## src/rtl/idx_xfer_pkg.sv

```systemverilog
package idx_xfer_pkg;
  typedef enum logic [2:0] {
    ST_IDLE, ST_ADD, ST_BCD, ST_STORE, ST_LOAD
  } xfer_state_e;

  localparam logic [3:0] GRP_NIB   = 4'hF;
  localparam logic [7:0] SEL_ADD   = 8'h1E;
  localparam logic [7:0] SEL_BCD   = 8'h33;
  localparam logic [7:0] SEL_STORE = 8'h55;
  localparam logic [7:0] SEL_LOAD  = 8'h65;
endpackage

```

## src/rtl/xfer_decode.sv

```systemverilog
module xfer_decode
  import idx_xfer_pkg::*;
#(
  parameter int RW = 4
) (
  input  logic [15:0]   opcode_i,
  output xfer_state_e   op_o,
  output logic          legal_o,
  output logic [RW-1:0] x_o
);
  always_comb begin
    op_o = ST_IDLE;
    if (opcode_i[15:12] == GRP_NIB) begin
      case (opcode_i[7:0])
        SEL_ADD:   op_o = ST_ADD;
        SEL_BCD:   op_o = ST_BCD;
        SEL_STORE: op_o = ST_STORE;
        SEL_LOAD:  op_o = ST_LOAD;
        default:   op_o = ST_IDLE;
      endcase
    end
  end

  assign legal_o = (op_o != ST_IDLE);
  assign x_o     = opcode_i[8 +: RW];
endmodule

```

## src/rtl/bcd_split.sv

```systemverilog
// Reciprocal divide by ten (x*205 >> 11), exact for inputs below 1029.
module bcd_split (
  input  logic [7:0] val_i,
  output logic [7:0] hun_o,
  output logic [7:0] ten_o,
  output logic [7:0] one_o
);
  logic [15:0] p1, p2;
  logic [7:0]  q1, q2;

  always_comb begin
    p1    = 16'(val_i) * 16'd205;
    q1    = 8'(p1 >> 11);
    p2    = 16'(q1) * 16'd205;
    q2    = 8'(p2 >> 11);
    hun_o = q2;
    ten_o = q1 - q2 * 8'd10;
    one_o = val_i - q1 * 8'd10;
  end
endmodule

```

## src/rtl/xfer_ctrl.sv

```systemverilog
module xfer_ctrl
  import idx_xfer_pkg::*;
#(
  parameter int RW = 4
) (
  input  logic          clk_i,
  input  logic          rst_ni,
  input  logic          start_i,
  input  logic          legal_i,
  input  xfer_state_e   op_i,
  input  logic [RW-1:0] x_i,
  output xfer_state_e   state_o,
  output logic [RW-1:0] cnt_o,
  output logic [RW-1:0] x_o,
  output logic          busy_o,
  output logic          done_o,
  output logic          illegal_o
);
  localparam logic [RW-1:0] BCD_LAST = RW'(2);

  xfer_state_e   state_q;
  logic [RW-1:0] cnt_q, x_q;
  logic          done_q, ill_q, last;

  always_comb begin
    case (state_q)
      ST_ADD:            last = 1'b1;
      ST_BCD:            last = (cnt_q == BCD_LAST);
      ST_STORE, ST_LOAD: last = (cnt_q == x_q);
      default:           last = 1'b0;
    endcase
  end

  always_ff @(posedge clk_i or negedge rst_ni) begin
    if (!rst_ni) begin
      state_q <= ST_IDLE;
      cnt_q   <= '0;
      x_q     <= '0;
      done_q  <= 1'b0;
      ill_q   <= 1'b0;
    end else begin
      done_q <= 1'b0;
      ill_q  <= 1'b0;
      if (state_q == ST_IDLE) begin
        if (start_i) begin
          if (legal_i) begin
            state_q <= op_i;
            x_q     <= x_i;
            cnt_q   <= '0;
          end else begin
            ill_q <= 1'b1;
          end
        end
      end else if (last) begin
        state_q <= ST_IDLE;
        cnt_q   <= '0;
        done_q  <= 1'b1;
      end else begin
        cnt_q <= cnt_q + 1'b1;
      end
    end
  end

  assign state_o   = state_q;
  assign cnt_o     = cnt_q;
  assign x_o       = x_q;
  assign busy_o    = (state_q != ST_IDLE);
  assign done_o    = done_q;
  assign illegal_o = ill_q;
endmodule

```

## src/rtl/idx_xfer_seq.sv

```systemverilog
module idx_xfer_seq
  import idx_xfer_pkg::*;
#(
  parameter int NREG = 16,
  parameter int DW   = 8,
  parameter int IW   = 16,
  parameter int AW   = 12
) (
  input  logic                     clk_i,
  input  logic                     rst_ni,
  input  logic                     start_i,
  input  logic [15:0]              opcode_i,
  output logic                     busy_o,
  output logic                     done_o,
  output logic                     illegal_o,
  output logic [$clog2(NREG)-1:0]  rf_raddr_o,
  input  logic [DW-1:0]            rf_rdata_i,
  output logic                     rf_we_o,
  output logic [$clog2(NREG)-1:0]  rf_waddr_o,
  output logic [DW-1:0]            rf_wdata_o,
  input  logic [IW-1:0]            idx_i,
  output logic                     idx_we_o,
  output logic [IW-1:0]            idx_wdata_o,
  output logic [AW-1:0]            mem_addr_o,
  output logic                     mem_re_o,
  input  logic [DW-1:0]            mem_rdata_i,
  output logic                     mem_we_o,
  output logic [DW-1:0]            mem_wdata_o
);
  localparam int            RW    = $clog2(NREG);
  localparam logic [IW-1:0] LIMIT = IW'((1 << AW) - 1);
  localparam logic [RW-1:0] FLAG  = RW'(NREG - 1);

  xfer_state_e   dec_op, state;
  logic          dec_legal;
  logic [RW-1:0] dec_x, cnt, x_q;
  logic [7:0]    d_hun, d_ten, d_one, digit;
  logic [IW-1:0] sum;

  xfer_decode #(.RW(RW)) u_dec (
    .opcode_i (opcode_i),
    .op_o     (dec_op),
    .legal_o  (dec_legal),
    .x_o      (dec_x)
  );

  xfer_ctrl #(.RW(RW)) u_ctrl (
    .clk_i     (clk_i),
    .rst_ni    (rst_ni),
    .start_i   (start_i),
    .legal_i   (dec_legal),
    .op_i      (dec_op),
    .x_i       (dec_x),
    .state_o   (state),
    .cnt_o     (cnt),
    .x_o       (x_q),
    .busy_o    (busy_o),
    .done_o    (done_o),
    .illegal_o (illegal_o)
  );

  bcd_split u_bcd (
    .val_i (8'(rf_rdata_i)),
    .hun_o (d_hun),
    .ten_o (d_ten),
    .one_o (d_one)
  );

  always_comb begin
    case (cnt)
      RW'(0):  digit = d_hun;
      RW'(1):  digit = d_ten;
      default: digit = d_one;
    endcase
  end

  assign sum = idx_i + IW'(rf_rdata_i);

  assign rf_raddr_o  = (state == ST_STORE) ? cnt : x_q;
  assign mem_addr_o  = idx_i[AW-1:0] + AW'(cnt);
  assign mem_re_o    = (state == ST_LOAD);
  assign mem_we_o    = (state == ST_BCD) || (state == ST_STORE);
  assign mem_wdata_o = (state == ST_STORE) ? rf_rdata_i : DW'(digit);

  assign idx_we_o    = (state == ST_ADD);
  assign idx_wdata_o = sum;

  // Overflow flag goes to the last register during the add cycle
  assign rf_we_o     = (state == ST_ADD) || (state == ST_LOAD);
  assign rf_waddr_o  = (state == ST_ADD) ? FLAG : cnt;
  assign rf_wdata_o  = (state == ST_ADD) ? DW'(sum > LIMIT) : mem_rdata_i;
endmodule

```

## config.mk

```make
export PLATFORM = sky130hd
export DESIGN_NAME = idx_xfer_seq
export DESIGN_NICKNAME = d
export VERILOG_FILES = /design/src/rtl/idx_xfer_pkg.sv /design/src/rtl/xfer_decode.sv /design/src/rtl/bcd_split.sv /design/src/rtl/xfer_ctrl.sv /design/src/rtl/idx_xfer_seq.sv
export SDC_FILE = /design/constraint.sdc
export NUM_CORES = 1
export LEC_CHECK = 0
export BUFFER_PORTS_ARGS = -buffer_cell sky130_fd_sc_hd__buf_2
export CORE_MARGIN = 2
export CORE_UTILIZATION = 50
export DETAILED_ROUTE_END_ITERATION = 6
export GPL_TIMING_DRIVEN = 0
export PLACE_DENSITY = 0.81
export SYNTH_ARGS = -nofsm -noshare
export SYNTH_HDL_FRONTEND = slang
export SYNTH_SLANG_ARGS = --single-unit
```

## constraint.sdc

```tcl
create_clock -name clk_i -period 6.66 [get_ports clk_i]
set_input_delay 0.333 -clock clk_i [delete_from_list [all_inputs] [get_ports clk_i]]
set_output_delay 0.333 -clock clk_i [all_outputs]
set_load 0.03 [all_outputs]
```

### Word level (Yosys, flattened, before mapping)

Index checks and enable logic that the tools add are counted.

* eq/ne operators: 14
* $mul: 4
* $add $sub $neg: 5
* muxes and demuxes: 21
* order comparisons: 1
* reductions and logical operators: 11

Operators by type and width (count)
* 4-bit two-way mux: 6
* 16-bit by 8-bit adder with 16-bit output: 1
* 8-bit by 7-bit equality test with 1-bit output, second input constant: 2
* 16-bit by 12-bit greater-than comparator with 1-bit output, second input constant: 1
* 8-bit by 8-bit multiplier with 16-bit output, second input constant: 1
* 8-bit two-way mux: 2
* 8-bit one-hot mux with 2 select lines: 1
* 3-bit two-way mux: 5
* 5-bit by 3-bit multiplier with 7-bit output, second input constant: 2
* 5-bit by 8-bit multiplier with 13-bit output, second input constant: 1
* 12-bit by 4-bit adder with 12-bit output: 1
* 3-bit one-hot mux with 4 select lines: 1
* 8-bit by 5-bit equality test with 1-bit output, second input constant: 1
* 8-bit by 6-bit equality test with 1-bit output, second input constant: 1
* 5-bit by 8-bit subtractor with 8-bit output: 1
* 8-bit subtractor: 1
* 3-bit by 2-bit equality test with 1-bit output, second input constant: 2
* 3-bit AND reduction: 2
* 3-bit nonzero test: 2
* 1-bit two-way mux: 5
* 4-bit by 1-bit adder with 4-bit output, second input constant: 1
* 4-bit by 1-bit equality test with 1-bit output, second input constant: 1
* 4-bit by 2-bit equality test with 1-bit output, second input constant: 1
* 4-bit equality test: 1
* other kinds (11): 13

* logic and storage cells: 61
* bits in registers: 13
* output and inout bits: 59

### Longest topological paths before layout

Gate-level depths: netlist (run 1).

* depth in word-level cells: 7
* depth in mapped cells: 34
* gate-level depth less buffers: 34

### Cells and area by module

From an unflattened synthesis (run 1), not the netlist that was laid out.

* cells, all modules: 524
* area, all modules: 4349.2 sq um

By module, submodules not included
* bcd_split: cells each 248, sequential area each 0.0 sq um, area an instance 2172.1 sq um, instances 1
* idx_xfer_seq: cells each 170, sequential area each 0.0 sq um, area an instance 1218.7 sq um, instances 1
* xfer_ctrl: cells each 83, sequential area each 325.3 sq um, area an instance 775.7 sq um, instances 1
* xfer_decode: cells each 23, sequential area each 0.0 sq um, area an instance 182.7 sq um, instances 1

### Least setup slack after synthesis (run 1)

No wires, ideal clock.

* path type: input port to output port
* start: in rf_rdata_i[1]
* end: out mem_wdata_o[6]
* stages: 32
* arrival: 7.097 ns
* setup slack: -0.770 ns
* path through: ha_1 xor2_1 ha_1 fa_1 inv_1 fa_1 inv_1 ha_1 o21ai_0 a21oi_1 o221ai_1 a21oi_1 nor2_2 ha_1 ha_1 ha_1 ha_1 and4_1 o21ai_1 a21oi_1 a211o_1 a21o_1 xnor2_1 inv_1 ha_1 inv_1 a21o_2 a21oi_1 nand2_1 a21oi_1 o21bai_1 a31oi_1

* word-level cells in the longest chain between the ends: 6
* elaborated cells on any way between the ends: 8

Ends and longest elaborated chain
* from (decl): RTL line idx_xfer_seq.sv:17 `input logic [DW-1:0] rf_rdata_i,`
* 8-bit by 8-bit multiplier with 16-bit output: RTL line bcd_split.sv:12 `p1 = 16'(val_i) * 16'd205;`
* 5-bit by 8-bit multiplier with 13-bit output: RTL line bcd_split.sv:14 `p2 = 16'(q1) * 16'd205;`
* 5-bit by 3-bit multiplier with 7-bit output: RTL line bcd_split.sv:17 `ten_o = q1 - q2 * 8'd10;`
* 5-bit by 8-bit subtractor with 8-bit output: RTL line bcd_split.sv:17
* 8-bit one-hot mux with 2 select lines *: RTL line idx_xfer_seq.sv:70 `case (cnt)`
* 8-bit two-way mux *: RTL line idx_xfer_seq.sv:83 `assign mem_wdata_o = (state == ST_STORE) ? rf_rdata_i : DW'(digit);`
* to (decl): RTL line idx_xfer_seq.sv:28 `output logic [DW-1:0] mem_wdata_o`

Every way passes the cells marked *; elsewhere a longest branch is shown, timed or not.

### Worst setup path in the final report (run 1)

* start: in rf_rdata_i[1]
* end: out mem_wdata_o[7]

The elaborated chain is that of the path after synthesis.

==> flow_summary_export.csv, run 1 <==
group,metric,value,unit
sta,fin_crit,7.35,ns
sta,relSlewSlack,57.1,%
cts,insertion_delay,0.25,ns
worst_hold_path,worstHoldStart,"opcode_i[10]",
global_routing,grt_pass1_wl,18700,um
cts,clock_path_buffers,2,
global_routing,grt_overflow,0,
cts,cts_tree,"done",
sta,rsz0062_at_grt,"yes",
global_routing,grtUsageTotal,26.1,%
logic_synthesis,synth_common_cells,"ha_1, inv_1, nand2_1",
logic_synthesis,ys_seq_area_share,8.10,%
logic_synthesis,ys_seq_elements,13,
floorplanning,rows,32,
logic_synthesis,avgSynthCellArea,8.42,sq um
global_routing,grt_max_degree,14,
logic_synthesis,yosysWarnings,0,
logic_synthesis,yosys.area.top_type,"ha_1",
logic_synthesis,async_flop_share,100,%
detailed_routing,finalWirelength,11700,um
placed_design,dp_slack,-1.44,ns
power,pwr-share-comb,95.6,%
power,power_density,617,nW/um^2
floorplanning,die_area,8770,sq um
cts,clkTransAtPathRegs,0.06,ns
logic_synthesis,syn_nets,634,
critical_path,crit_type,"in2out",
power,leakage,2.80,nW
critical_path,r2r-end,"u_ctrl.cnt_o[2]",
detailed_routing,dr.first_iter.drc_count,150,
sta,whs,0.317,ns
floorplanning,initial_core_util,51.7,%
cts,htreeDepth,1,
sta,max_freq,136,MHz
critical_path,r2r-start,"u_ctrl.state_o[0]",
critical_path,end_kind,"output pin",
detailed_routing,num_vias,4051,
placed_design,port_buffers,107,
critical_path,start_kind,"input pin",
critical_path,path_depth,34,
critical_path,reg2reg_depth,9,
critical_path,path_buf_inv,7,
global_routing,antenna_found_initial,0,
detailed_routing,wl_per_cell,16.2,um
cts,cts-root-buf,"clkbuf_8",
detailed_routing,viasPerCell,5.61,
logic_synthesis,syn_inst,477,
sta,finalSetupViolCount,7,
floorplanning,die_x,93.6,um
worst_hold_path,hold_class,"in2reg",
detailed_routing,drc_errors,0,
floorplanning,die-height,93.6,um
logic_synthesis,ys_types,62,
cts,clock-sinks,13,
floorplanning,pin_count,110,
placed_design,dp_hpwl,8950,um
logic_synthesis,synth_edf_count,0,
critical_path,path_common_cell,"ha_4",
worst_hold_path,holdPathStages,2,
cells_and_area,areaGrowthSynthToFinish,40.7,%
placed_design,post_dp_cell_area,4860,sq um
floorplanning,core,7770,sq um
logic_synthesis,ys.flop_type,"dfrtp_1",
power,switching_share,51.1,%
logic_synthesis,synth_top_area_share,28.0,%
cells_and_area,final_nets,778,
sta,fin_ws,-0.692,ns
sta,post-route-period-util,110,%
sta,final.setup_skew,0.000429,ns
critical_path,critPathSlowestCell,"fa_1",
logic_synthesis,yosysMostFrequentCell,"ha_1",
critical_path,cp_top_family,"adder cells",
critical_path,required,6.33,ns
power,switchingPower,1.78,mW
logic_synthesis,ys_top_cells_by_area,"ha_1, dfrtp_1, fa_1, xnor2_1, inv_1",
cts,cts_buffers,3,
cells_and_area,antenna_cells,0,
logic_synthesis,netlist_area,4020,sq um
power,p_clk_share,2.1,%
flow_run,drv_cap,0,
sta,slew_violations,0,
power,peakVddDrop,0.431,mV
run_status,outcome,"finished, violations left",
global_routing,grt_pass1_vias,4152,
worst_hold_path,whs_endpoint,"u_ctrl.x_o[2]",
sta,hold_viol_final,0,
critical_path,cp_data_arrival_time,7.02,ns
detailed_routing,dr.pass1.iters,5,
detailed_routing,ant_nets,0,
critical_path,cpPeakStageDelay,0.52,ns
critical_path,crit_fanout,5,
sta,worstMarginPinSlew,0.637,ns
critical_path,rrSetupSlack,4.41,ns
power,p_int,1.71,mW
cells_and_area,layout-drive-gt1-share,38.7,%
power,seq_power_share,2.3,%
run_status,violations,"negative setup slack",
placed_design,routabilityCongestion,0.846,
cells_and_area,final_cell_area,5650,sq um
-- through the flow --
| stage | total power [mW] | cells | setup TNS (ns) | util [%] |
|---|---|---|---|---|
| floorplan | 2.03 | 477 | -1.51 | - |
| global placement | 2.49 | 686 | -8.42 | 62.5 |
| detailed placement | 2.58 | 686 | -9.38 | 62.5 |
| CTS | 3.28 | 717 | -2.95 | 71.1 |
| global route | 3.76 | 722 | -5.27 | 72.7 |
| finish | 3.49 | 722 | -3.75 | 72.7 |
-- worst register-to-register path: cells and delay by family, from the launching register on --
family,cells,cell delay (ns)
xor gates and xnor gates,1,0.15
AOI/OAI and AO/OA,4,0.72
DFF,1,0.36
and+or+nand+nor,3,0.75
buffers and inverters,1,0.18
-- worst max path at each step --
stage | start | end | slack, ns
3_3_place_gp | rf_rdata_i[4] | mem_wdata_o[7] | -1.32
4_1_cts | rf_rdata_i[1] | mem_wdata_o[7] | -0.59
3_5_place_dp | rf_rdata_i[4] | mem_wdata_o[7] | -1.44
5_1_grt | rf_rdata_i[1] | mem_wdata_o[7] | -0.90
6_report | rf_rdata_i[1] | mem_wdata_o[7] | -0.69
2_1_floorplan | rf_rdata_i[4] | mem_wdata_o[7] | -0.31
-- flip-flops by register name, indices dropped and copies added (netlist names) --
register,cells
u_ctrl.cnt_o,4
u_ctrl.x_o,4
u_ctrl.state_o,3
u_ctrl.done_o,1
u_ctrl.illegal_o,1
-- cell families (layout without fill, tap and decap cells) --
logic type | Yosys count | after routing | share of synthesized area [%]
compound gates | 102 | 102 | 18.4
buf+inv | 60 | 203 | 6.04
xor+xnor | 51 | 51 | 12.0
fa+ha+maj | 106 | 106 | 36.0
mux | 8 | 8 | 2.21
flops | 13 | 13 | 8.10
simple gates | 137 | 137 | 17.2
-- what timing repair did --
action,CTS,global route
endpoints found under the setup margin,8,8
pin swaps,51,18
hold buffers,1,0
hold endpoints to repair,13,0
gates resized for setup,64,18
setup buffers,26,5
-- cell type report --
type | count | area [sq um]
multi-input cells | 404 | 3980
fillers | 586 | 2120
repair buffers | 139 | 925
flip-flops and latches | 13 | 325
inverters | 54 | 205
well taps | 102 | 128
clock buffers | 3 | 41.3
plain buffers | 6 | 37.5
clock inverters | 1 | 5.00
-- metal layers --
layer | wire, um | global-route usage, % | vias to the layer above
met5 | 0 | 0 | -
met4 | 168 | 5.19 | 0
met3 | 484 | 1.93 | 19
met2 | 6170 | 48.6 | 117
met1 | 4850 | 33.0 | 1942
li1 | - | - | 1973
-- power by group through the flow --
| stage | sequential [mW] | combinational, mW | clock, mW |
|---|---|---|---|
| floorplan | 0.0804 | 1.95 | 0 |
| global placement | 0.0804 | 2.41 | 0 |
| detailed placement | 0.0804 | 2.50 | 0 |
| CTS | 0.0790 | 3.12 | 0.0734 |
| global route | 0.0789 | 3.60 | 0.0771 |
| finish | 0.0790 | 3.33 | 0.0729 |
-- placed cells by master, fill, tap and decap left out, types with 6 or more instances in the layout --
cell type  count
ha_1          65
nor2_1        29
dfrtp_1       13
nor3_1         6
nand3_1       13
or2_2          7
a21oi_1       17
xor2_1        17
nand2_1       38
ha_4          23
buf_2         93
buf_4         29
inv_1         44
buf_6         11
xnor2_1       27
inv_2          9
fa_1          15
mux2_2         7
nor2b_1        6
a21o_1        12
a21oi_2        9
and2_1         9
o21ai_0       13
nand2b_1       6
(Power assumes the default switching activity.)
==> inputs of run 2 (changes only) <==
Settings changed: BUFFER_PORTS_ARGS -buffer_cell sky130_fd_sc_hd__buf_2 to not set, DONT_BUFFER_PORTS set to 1, PLACE_DENSITY 0.81 to 0.66.
Clock period 6.66 ns to 7.4 ns, I/O delays scaled along.
==> run 2 against run 1 <==
The run now ends clean. Clock skew up 0.00065 ns. Die area unchanged. Critical path depth increased by 1. Via count fell by 13%. Combinational power shrank 24%. Largest power group unchanged.
==> flow_summary_export.csv, run 2 (synthesis gave the netlist of run 1 again) <==
group,metric,value,unit
sta,max_freq,138,MHz
floorplanning,pin_count,110,
cells_and_area,layout-drive-gt1-share,23.5,%
cts,insertion_delay,0.25,ns
detailed_routing,viasPerCell,5.81,
sta,worstMarginPinSlew,1.16,ns
global_routing,grt_max_degree,14,
cells_and_area,final_cell_area,4860,sq um
power,leakage,2.29,nW
detailed_routing,dr.first_iter.drc_count,127,
sta,final.setup_skew,0.00108,ns
placed_design,dp.cells,579,
sta,post-route-period-util,98.1,%
global_routing,grt_pass1_wl,15600,um
placed_design,routabilityCongestion,0.914,
sta,whs,0.247,ns
global_routing,grt_pass1_vias,3332,
critical_path,critPathSlowestCell,"fa_1",
sta,slew_violations,0,
detailed_routing,finalWirelength,10200,um
global_routing,grt_overflow,0,
cts,htreeDepth,1,
cts,clkTransAtPathRegs,0.06,ns
global_routing,antenna_found_initial,0,
floorplanning,die_x,93.6,um
run_status,outcome,"complete, no violations",
cells_and_area,antenna_cells,0,
detailed_routing,dr.pass1.iters,4,
floorplanning,core,7770,sq um
detailed_routing,num_vias,3537,
floorplanning,die-height,93.6,um
detailed_routing,ant_nets,0,
cts,cts-root-buf,"clkbuf_8",
critical_path,crit_fanout,6,
placed_design,dp_slack,-0.673,ns
critical_path,start_kind,"input pin",
power,peakVddDrop,0.296,mV
power,power_density,549,nW/um^2
critical_path,end_kind,"output pin",
cts,clock-sinks,13,
cells_and_area,final_nets,665,
worst_hold_path,hold_class,"in2reg",
flow_run,drv_cap,0,
critical_path,r2r-start,"u_ctrl.state_o[0]",
critical_path,crit_start,"rf_rdata_i[0]",
cells_and_area,areaGrowthSynthToFinish,21.0,%
cts,clock_path_buffers,2,
placed_design,port_buffers,0,
cells_and_area,layout_common_cells,"ha_1, inv_1, nand2_1",
critical_path,cp_data_arrival_time,6.89,ns
floorplanning,initial_core_util,51.7,%
global_routing,grtUsageTotal,22.0,%
critical_path,cpPeakStageDelay,0.53,ns
critical_path,required,7.03,ns
placed_design,dp_hpwl,8040,um
cts,cts_buffers,3,
detailed_routing,wl_per_cell,16.8,um
sta,relSlewSlack,22.7,%
sta,fin_ws,0.142,ns
sta,finalSetupViolCount,0,
floorplanning,die_area,8770,sq um
cells_and_area,final_common_cell,"ha_1",
sta,fin_crit,7.26,ns
floorplanning,rows,32,
cts,cts_tree,"done",
detailed_routing,drc_errors,0,
critical_path,path_common_cell,"inv_2",
worst_hold_path,worstHoldStart,"start_i",
cells_and_area,instances_no_fill,609,
critical_path,crit_type,"in2out",
placed_design,post_dp_cell_area,4160,sq um
sta,hold_viol_final,0,
## run 2: final timing paths
| kind | end | slack [ns] | depth (start not counted) |
|---|---|---|---|
| setup / recovery | mem_wdata_o[7] | 0.14 | 35 |
| hold / removal | u_ctrl.illegal_o | 0.25 | 2 |
| setup reg to reg | u_ctrl.cnt_o[2] | 4.52 | 9 |
| hold reg to reg | u_ctrl.x_o[2] | 0.57 | 1 |
| max in group asynchronous | u_ctrl.state_o[0] | 6.44 | 1 |
| min in group asynchronous | u_ctrl.cnt_o[1] | 0.57 | 1 |
## run 2: metal layers
layer | up-vias | routed length, um | global-route usage [%]
met5 | - | 0 | 0
met4 | 0 | 148 | 5.19
met3 | 13 | 592 | 4.03
met2 | 91 | 5230 | 39.1
met1 | 1680 | 4250 | 27.6
li1 | 1753 | - | -
## run 2: critical path: cells and delay by family
family / cells / cell delay (ns)
fa+ha+maj: 11 / 3.61
compound gates: 11 / 1.77
xor+xnor: 2 / 0.39
buf+inv: 8 / 0.49
simple gates: 3 / 0.25
## run 2: per-stage QoR
step,total power [mW],setup TNS (ns),utilization [%]
2_1_floorplan,1.69,0,-
3_3_place_gp,1.98,-3.95,53.5
3_5_place_dp,2.02,-4.06,53.5
4_1_cts,2.34,0,57.7
5_1_grt,2.91,-0.281,62.6
6_report,2.67,0,62.6
## run 2: final cells by class
| type | count | area [sq um] |
|---|---|---|
| multi-input combinational | 404 | 3910 |
| fill | 665 | 2910 |
| sequential | 13 | 325 |
| timing repair buffer | 26 | 209 |
| inverter | 54 | 205 |
| tap | 102 | 128 |
| clock buffer | 3 | 41.3 |
| buffer | 6 | 37.5 |
| clock inverter | 1 | 5.00 |
## run 2: where the power goes
| part | leakage, nW | switching, mW | internal [mW] | total [mW] |
|---|---|---|---|---|
| clock network | 0.0255 | 0.0286 | 0.0373 | 0.0660 |
| logic | 2.11 | 1.43 | 1.10 | 2.53 |
| registers | 0.157 | 0 | 0.0711 | 0.0711 |
## run 2: timing repair
item	CTS	global route
resized for setup	27	49
endpoints found under the hold margin	13	0
hold buffers	1	0
buffers inserted	12	13
setup endpoints to repair	7	7
pin swaps	12	46
==> inputs of run 3 (changes only) <==
Clock period 7.4 ns to 6.9 ns, I/O delays scaled along.
==> run 3 against run 2 <==
The run now ends with negative setup slack left. Hold slack worse by 0.012 ns. Clock skew is 0.0037 ns higher. Register-to-register slack worse by 0.49 ns. Sequential share of layout area is 0.078 points lower. Global-route usage is 0.18 points higher. Non-clock buffer count stayed put. First-iteration DRC count is 28% higher. Flip-flop and latch count stayed put. Wire length is 1.3% lower. Via count hardly changed. Setup slack worse by 0.21 ns.
==> flow_summary_export.csv, run 3 (synthesis gave the netlist of run 1 again) <==
group,metric,value,unit
global_routing,antenna_found_initial,0,
placed_design,post_dp_cell_area,4320,sq um
global_routing,grtUsageTotal,22.2,%
cells_and_area,final_nets,665,
sta,post-route-period-util,101,%
floorplanning,rows,32,
cts,htreeDepth,1,
cells_and_area,seq_area,325,sq um
placed_design,dp_hpwl,7950,um
cells_and_area,antenna_cells,0,
cts,insertion_delay,0.24,ns
critical_path,crit_end,"mem_wdata_o[7]",
sta,hold_viol_final,0,
critical_path,cpPeakStageDelay,0.50,ns
critical_path,crit_start,"rf_rdata_i[4]",
global_routing,grt_overflow,0,
detailed_routing,drc_errors,0,
placed_design,dp_slack,-0.748,ns
critical_path,cp_data_arrival_time,6.62,ns
detailed_routing,finalWirelength,10100,um
global_routing,grt_max_degree,14,
cts,cts_tree,"done",
cts,clock_path_buffers,2,
critical_path,required,6.55,ns
detailed_routing,num_vias,3535,
critical_path,r2r-end,"u_ctrl.cnt_o[2]",
run_status,violations,"negative setup slack",
detailed_routing,viasPerCell,5.80,
sta,fin_crit,6.97,ns
sta,finalSetupViolCount,5,
floorplanning,die-height,93.6,um
cts,cts-root-buf,"clkbuf_8",
detailed_routing,ant_nets,0,
critical_path,end_kind,"output pin",
floorplanning,core,7770,sq um
global_routing,grt_pass1_vias,3471,
floorplanning,pin_count,110,
critical_path,crit_type,"in2out",
flow_run,drv_cap,0,
placed_design,port_buffers,0,
critical_path,reg2reg_depth,9,
sta,final.setup_skew,0.00482,ns
sta,rsz0062_at_grt,"yes",
floorplanning,die_x,93.6,um
cells_and_area,final_common_cell,"ha_1",
sta,relSlewSlack,24.2,%
cells_and_area,multi_input_area,3970,sq um
cells_and_area,layout-drive-gt1-share,25.2,%
cts,clock-sinks,13,
critical_path,path_common_cell,"ha_4",
sta,worstMarginPinSlew,1.13,ns
critical_path,critPathSlowestCell,"fa_1",
floorplanning,initial_core_util,51.7,%
sta,slew_violations,0,
sta,fin_ws,-0.0677,ns
cells_and_area,final_cell_area,4920,sq um
detailed_routing,dr.pass1.iters,7,
placed_design,routabilityCongestion,0.841,
critical_path,r2r-start,"u_ctrl.state_o[0]",
critical_path,crit_fanout,7,
critical_path,start_kind,"input pin",
sta,max_freq,144,MHz
floorplanning,die_area,8770,sq um
detailed_routing,wl_per_cell,16.6,um
worst_hold_path,hold_class,"in2reg",
detailed_routing,dr.first_iter.drc_count,162,
global_routing,grt_pass1_wl,16000,um
cells_and_area,layout_common_cells,"ha_1, inv_1, nand2_1",
cts,clkTransAtPathRegs,0.06,ns
critical_path,rrSetupSlack,4.03,ns
run_status,outcome,"finished, violations left",
cells_and_area,fillers,666,
cts,cts_buffers,3,
cells_and_area,areaGrowthSynthToFinish,22.4,%
## run 3: cell counts in the layout (fill, tap and decap cells not counted)
Identical to the previous run, type by type.
## run 3: area by class of cell
class                   instances  share of cell area, %
flip-flops and latches         13                   6.62
inverters                      54                   4.17
well taps                     102                   2.60
plain buffers                   6                  0.763
clock buffers                   3                  0.840
clock inverters                 1                  0.102
repair buffers                 26                   4.10
multi-input cells             404                   80.8
## run 3: critical path, delay by kind of cell
kind | cells | cell delay, ns
XOR/XNOR | 3 | 0.57
AO/OA/AOI/OAI | 10 | 1.94
adder cells (fa/ha/maj) | 10 | 2.97
buffers and inverters | 5 | 0.32
AND/OR/NAND/NOR | 4 | 0.44
## run 3: through the flow
step	hold WS, ns	std cells	setup TNS (ns)	utilization, %
after floorplan	0.0494	477	-0.272	-
after global placement	0.0497	579	-4.17	55.6
after detailed placement	0.0496	579	-4.57	55.6
after CTS	0.231	605	-0.102	61.4
after global routing	0.226	609	-1.74	63.3
final	0.235	609	-0.134	63.3
## run 3: metal layers
layer  GRT usage, %  vias up  share of wire, %
met2           38.4      133                48
li1               -     1743                 -
met3           3.38       16               6.1
met4           3.50        0               2.0
met5              0        -                 0
met1           29.9     1643                44
## run 3: worst min-delay path by stage
stage,startpoint,to,slack [ns],cells after the start
after floorplan,rst_ni,u_ctrl.cnt_o[0],0.05,0
after global placement,rst_ni,u_ctrl.x_o[2],0.05,0
after detailed placement,rst_ni,u_ctrl.x_o[2],0.05,0
after CTS,start_i,u_ctrl.illegal_o,0.23,2
after global routing,start_i,u_ctrl.illegal_o,0.23,2
final,start_i,u_ctrl.illegal_o,0.24,2
## run 3: timing repair
| action | in CTS | in global routing |
|---|---|---|
| hold endpoints to repair | 13 | 0 |
| gates resized for setup | 36 | 19 |
| pin swaps | 47 | 22 |
| setup endpoints to repair | 7 | 7 |
| hold buffers | 1 | 0 |
| buffers inserted | 21 | 4 |
Power of run 3 is not shown: default switching activity piles up to over one toggle a cycle in this logic, so the estimate is an artifact.
